<file path="src/rtl/line_sig_qual_pkg.sv">
package line_sig_qual_pkg;
  typedef enum logic {
    SQ_ST  = 1'b0,
    DET_ST = 1'b1
  } qual_st_e;
endpackage

</file>
<file path="src/rtl/lsq_idle_timer.sv">
module lsq_idle_timer #(
  parameter int unsigned TIMEOUT_CYC = 150,
  localparam int unsigned TW = (TIMEOUT_CYC > 2) ? $clog2(TIMEOUT_CYC) : 1
) (
  input  logic clk_i,
  input  logic rst_ni,
  input  logic run_i,
  input  logic restart_i,
  output logic expire_o
);
  logic [TW-1:0] tmr_q;

  assign expire_o = run_i && !restart_i && (tmr_q == TW'(TIMEOUT_CYC - 1));

  always_ff @(posedge clk_i or negedge rst_ni) begin
    if (!rst_ni)                          tmr_q <= '0;
    else if (restart_i || !run_i || expire_o) tmr_q <= '0;
    else                                  tmr_q <= tmr_q + 1'b1;
  end
endmodule

</file>
<file path="src/rtl/lsq_pulse_acc.sv">
module lsq_pulse_acc #(
  parameter int unsigned ACQ_PULSES = 2,
  localparam int unsigned CW = $clog2(ACQ_PULSES + 1)
) (
  input  logic clk_i,
  input  logic rst_ni,
  input  logic enable_i,
  input  logic pulse_i,
  input  logic clear_i,
  output logic armed_o,
  output logic hit_o
);
  logic [CW-1:0] cnt_q;

  assign armed_o = (cnt_q != '0);
  assign hit_o   = enable_i && pulse_i && (cnt_q == CW'(ACQ_PULSES - 1));

  always_ff @(posedge clk_i or negedge rst_ni) begin
    if (!rst_ni)                     cnt_q <= '0;
    else if (clear_i || hit_o || !enable_i) cnt_q <= '0;
    else if (pulse_i)                cnt_q <= cnt_q + 1'b1;
  end
endmodule

</file>
<file path="src/rtl/lsq_fsm.sv">
module lsq_fsm
  import line_sig_qual_pkg::*;
(
  input  logic     clk_i,
  input  logic     rst_ni,
  input  logic     mode_fast_i,
  input  logic     manch_i,
  input  logic     acq_hit_i,
  input  logic     expire_i,
  output qual_st_e st_o
);
  qual_st_e st_q, st_d;

  always_comb begin
    st_d = st_q;
    unique case (st_q)
      SQ_ST:  if (acq_hit_i) st_d = DET_ST;
      DET_ST: begin
        if (mode_fast_i) begin
          if (expire_i) st_d = SQ_ST;
        end else if (!manch_i) begin
          st_d = SQ_ST;
        end
      end
      default: st_d = SQ_ST;
    endcase
  end

  always_ff @(posedge clk_i or negedge rst_ni) begin
    if (!rst_ni) st_q <= SQ_ST;
    else         st_q <= st_d;
  end

  assign st_o = st_q;
endmodule

</file>
<file path="src/rtl/line_sig_qual.sv">
module line_sig_qual
  import line_sig_qual_pkg::*;
#(
  parameter int unsigned TIMEOUT_CYC = 150,
  parameter int unsigned ACQ_PULSES  = 2
) (
  input  logic clk_i,
  input  logic rst_ni,
  input  logic mode_fast_i,
  input  logic pulse_i,
  input  logic manch_i,
  output logic sig_det_o,
  output logic thr_low_o,
  output logic release_o,
  output logic ref_rx_o
);
  qual_st_e st;
  logic in_sq, armed, hit, expire, tmr_run;

  assign in_sq   = (st == SQ_ST);
  // window runs while acquiring, or while holding detect at the fast rate
  assign tmr_run = (in_sq && armed) || (!in_sq && mode_fast_i);

  lsq_idle_timer #(.TIMEOUT_CYC(TIMEOUT_CYC)) i_timer (
    .clk_i    (clk_i),
    .rst_ni   (rst_ni),
    .run_i    (tmr_run),
    .restart_i(pulse_i),
    .expire_o (expire)
  );

  lsq_pulse_acc #(.ACQ_PULSES(ACQ_PULSES)) i_acc (
    .clk_i   (clk_i),
    .rst_ni  (rst_ni),
    .enable_i(in_sq),
    .pulse_i (pulse_i),
    .clear_i (expire),
    .armed_o (armed),
    .hit_o   (hit)
  );

  lsq_fsm i_fsm (
    .clk_i      (clk_i),
    .rst_ni     (rst_ni),
    .mode_fast_i(mode_fast_i),
    .manch_i    (manch_i),
    .acq_hit_i  (hit),
    .expire_i   (expire),
    .st_o       (st)
  );

  assign sig_det_o = (st == DET_ST);
  assign thr_low_o = sig_det_o;
  assign release_o = sig_det_o;
  assign ref_rx_o  = sig_det_o;
endmodule

</file>
<file path="config.mk">
export PLATFORM = sky130hd
export DESIGN_NAME = line_sig_qual
export DESIGN_NICKNAME = d
export VERILOG_FILES = /design/src/rtl/line_sig_qual_pkg.sv /design/src/rtl/lsq_idle_timer.sv /design/src/rtl/lsq_pulse_acc.sv /design/src/rtl/lsq_fsm.sv /design/src/rtl/line_sig_qual.sv
export SDC_FILE = /design/constraint.sdc
export NUM_CORES = 1
export LEC_CHECK = 0
export ABC_CLOCK_PERIOD_IN_PS = 1800
export BUFFER_PORTS_ARGS = -buffer_cell sky130_fd_sc_hd__buf_2
export CAP_MARGIN = 40
export CORE_AREA = 2 2 39 41
export CTS_CLUSTER_SIZE = 25
export DETAILED_ROUTE_END_ITERATION = 6
export DIE_AREA = 0 0 41 43
export PLACE_DENSITY = 0.79
export SYNTH_ARGS = -nofsm -noshare
export SYNTH_HDL_FRONTEND = slang
export SYNTH_SLANG_ARGS = --single-unit
</file>
<file path="constraint.sdc">
create_clock -name clk_i -period 1.8 [get_ports clk_i]
set_input_delay 0 -clock clk_i [delete_from_list [all_inputs] [get_ports clk_i]]
set_output_delay 0 -clock clk_i [all_outputs]
set_load 0.01 [all_outputs]
</file>
==> impl_summary.txt <==
----------------------------------------------------
[Timing]
  Minimum period implied by the final worst setup slack ... approximately 1.4 ns
  Highest clock frequency the design can meet ... a little under 0.7 GHz
  Setup TNS ... 0 ns
  Post-route setup slack ... between 0.3 and 0.4 ns
  Final hold vios ... 0
  Final setup violation count ... 0
  Period utilization ... 0.8043
  Number of pins with negative max-slew slack in the final report ... 0
  Setup skew after layout ... 0.003649 ns
  Slew at the pin closest to its max-slew limit ... between 0.4 and 0.5 ns
  Tightest slew margin relative to the limit ... 0.7321
  Setup repair after global routing missed its margin ... false

[Clock network]
  Clock Latency Late Sink ... 0.26 ns
  Clock buffer count from CTS ... 3
  Clock root buffer ... clkbuf_4
  Maximum number of buffers from clock root to sink ... 2
  Total number of H-tree levels ... 1
  Clk slew on worst S/H paths ... approximately 0.070 ns
  Total of cells resized after clock tree synthesis ... 0
  CTS Hold Bufs ... 1
  Setup Buffers After CTS ... 0
  TritonCTS clock tree ... yes
  Sinks on the clock net ... 11

[Pwr]
  Switching part of the total ... 0.3662
  Power Dens Cells ... 1059 nW/um2
  Switching component of the power ... between 200 and 300 uW
  Relative contribution of sequential cells to total power ... 0.445
  Proportion of power drawn by combinational gates ... 0.342
  Sum of internal, switching and leakage power ... ~770 uW
  Part of the power in the clock network ... 0.212
  Total leakage power ... 0.3145 nW
  Internal Dissipation ... 485.4 uW
  Worst vdd rail ir drop ... about 0.00055 V

[Critical path]
  Capture instance of the worst register-to-register path ... i_timer.tmr_q[7]$_DFF_PN0_
  Setup slack of the worst register-to-register path ... 0.35 ns
  Data arrival time of the critical path ... 1.62 ns
  Chain of cells forming the critical path ... inv_1 > ha_1 > or2_1 > a21o_1 > a211oi_2
  R2R cell count ... 5
  Crit path buffers/inverters ... 1
  Crit Path Category ... reg -> reg
  Critical Path End ... i_timer.tmr_q[7]$_DFF_PN0_
  Nature of the critical path endpoint ... register
  Required arrival time at the worst endpoint ... 1.98 ns
  Critical Path Max Stage Delay ... 0.39 ns
  Logic depth of the worst path, buffers included ... 5
  Critical path launch point type ... register
  Peak fanout along the critical path ... 8
  Crit path from ... i_acc.cnt_q[0]$_DFFE_PN0P_
  Reg-to-reg startpoint ... i_acc.cnt_q[0]$_DFFE_PN0P_
  Kind of cell adding the most delay to the critical path ... compound AO/OA/AOI/OAI gates
  Cell with the biggest individual delay on the critical path ... dfrtp_1

[Yosys]
  Largest cells by area after synthesis ... dfrtp_1, ha_1, a211oi_2
  Number of library cell types mapped by synthesis ... 26
  Number of synthesized register bits ... 11
  Netlist area before placement ... about 660 um2
  Asr flop ratio synth ... 1.000
  Synth Area per Inst ... 10.30 um2
  Prevailing post-synth register cell ... dfrtp_1
  Commonest cells post-synth ... dfrtp_1, a21oi_1, inv_1, ha_1, nand2_1
  Post-synthesis instance total ... 64
  Largest area contributor in the synthesized netlist ... dfrtp_1
  Count of flip-flops with a built-in enable after synthesis ... 0
  Syn Nets ... 73
  Sequential fraction of the synthesis area ... 0.4175
  Proportion of netlist area held by the largest area contributor ... 0.4175
  Most frequently used cell type in the post-synthesis netlist ... dfrtp_1
  Warnings from Yosys ... 0

[Layout]
  Core occupancy in the finished layout ... 0.5226
  Post-route design area ... 723.2 um2
  Synthesis-to-layout area growth ... 9.678%
  Final antenna diode count ... 0
  FILL cells ... 132
  Fraction of layout cells with a size suffix above 1 ... 0.2466
  Post-layout net count ... 83

[Drt]
  Remaining DRCs ... 0
  DRT iter0 DRCs ... 13
  Mean number of vias per cell ... 5.539
  Routed wire length ... ~1100 um
  Final antenna-violating net count ... 0
  Total number of vias ... 493
  Initial DRT Pass Iterations ... 4
  Routed length per placed instance ... 11.88 um

[Floorplanning]
  Placement row count ... 14
  Die Width ... roughly 41 um
  Chip Height ... ~43 um
  Initial standard-cell utilization of the core ... 0.4765
  Die area ... around 1800 um2
  Boundary pin count ... 9
  Core Footprint ... 1384 um2

[Run]
  Maximum Capacitance Violations ... 0

[Placed design]
  Last weighted congestion value of the routability-driven placer ... 0.8123
  IO buf count ... 8
  Worst setup slack after placement ... ~0.37 ns
  Area after detailed placement ... 685.7 um2

[GRT]
  Maximum number of pins on one net before global-route repair ... 12
  Antenna violations before repair ... 0
  Via count of the first global-routing pass ... about 440
  Wire length of the first global-routing pass ... 1642 um
  Grt total ovfl ... 0
  Overall track demand over capacity in global routing ... 0.1339

[Min path]
  Class of the most critical hold timing path ... in -> reg

[Status]
  Status ... finished clean

----------------------------------------------------
## tightest hold or removal path: stages
cell and delay (ns):
buf_2 0.10, nor2_1 0.11, a221oi_2 0.08
## kinds of logic (layout without fill, tap and decap cells)
group           count (synthesis)  count (layout)  synth area share
xor+xnor                        2               2           0.02657
fa+ha+maj                       4               4           0.07590
simple gates                   20              20            0.1860
compound gates                 18              18            0.2144
flops                          11              11            0.4175
buf+inv                         9              18           0.07970
## power groups by stage
stage,clock (mW),combinational [mW],sequential [mW]
2_1_floorplan,0,0.219,0.344
3_3_place_gp,0,0.255,0.345
3_5_place_dp,0,0.263,0.347
4_1_cts,0.170,0.266,0.342
5_1_grt,0.184,0.302,0.352
6_report,0.163,0.262,0.341
## routing by layer
layer	GRT usage	wire length, um
met1	0.1595	510
met4	0.06000	11
met2	0.2156	512
met3	0.03141	23
met5	0	0
## final cells by class
type,instances,area [um2],share of cell area
timing repair buffer,9,50.05,0.06920
inverter,5,18.77,0.02595
clock buffer,3,22.52,0.03114
clock inverter,1,5.005,0.006920
sequential,11,275.3,0.3806
tap,16,20.02,0.02768
multi-input combinational,44,331.6,0.4585
## stage by stage
step,hold WS (ns),cells
floorplan,-0.2956,64
global placement,-0.1236,84
detailed placement,-0.1149,84
CTS,0.07532,89
global route,0.1005,89
finish,0.07692,89
## flip-flops by register name (all words and copies together), names as in the netlist
register,cells
i_timer.tmr_q,8
i_acc.cnt_q,2
i_fsm.st_o,1
## worst min path at each step
stage	cells after the start	endpoint	slack, ns	from
detailed placement	1	i_timer.tmr_q[4]$_DFF_PN0_	-0.11	rst_ni
finish	3	i_fsm.st_o$_DFF_PN0_	0.08	mode_fast_i
global placement	1	i_timer.tmr_q[4]$_DFF_PN0_	-0.12	rst_ni
global route	3	i_fsm.st_o$_DFF_PN0_	0.10	manch_i
CTS	3	i_fsm.st_o$_DFF_PN0_	0.08	mode_fast_i
floorplan	0	i_acc.cnt_q[0]$_DFFE_PN0P_	-0.30	rst_ni
## placed cells by master, fill, tap and decap left out
cell type / synthesis / routed
a211o_1: 2 / 2
a211oi_2: 3 / 3
a21o_1: 1 / 1
a21oi_1: 6 / 6
a221oi_2: 1 / 1
and4b_1: 1 / 1
and4bb_1: 1 / 1
buf_2: 0 / 8
clkbuf_4: 0 / 3
clkinv_2: 0 / 1
dfrtp_1: 11 / 11
dlygate4sd3_1: 0 / 1
ha_1: 4 / 4
inv_1: 5 / 5
nand2_1: 4 / 4
nand2b_1: 1 / 1
nand3_1: 2 / 2
nand4_2: 1 / 1
nand4b_1: 1 / 1
nor2_1: 2 / 2
nor3_1: 3 / 3
o211ai_1: 1 / 1
o21ai_0: 3 / 3
o221a_2: 1 / 1
or2_1: 1 / 1
or3_1: 3 / 3
xnor2_1: 1 / 1
xor2_1: 1 / 1
No activity file was read; power rests on OpenSTA's default activity.
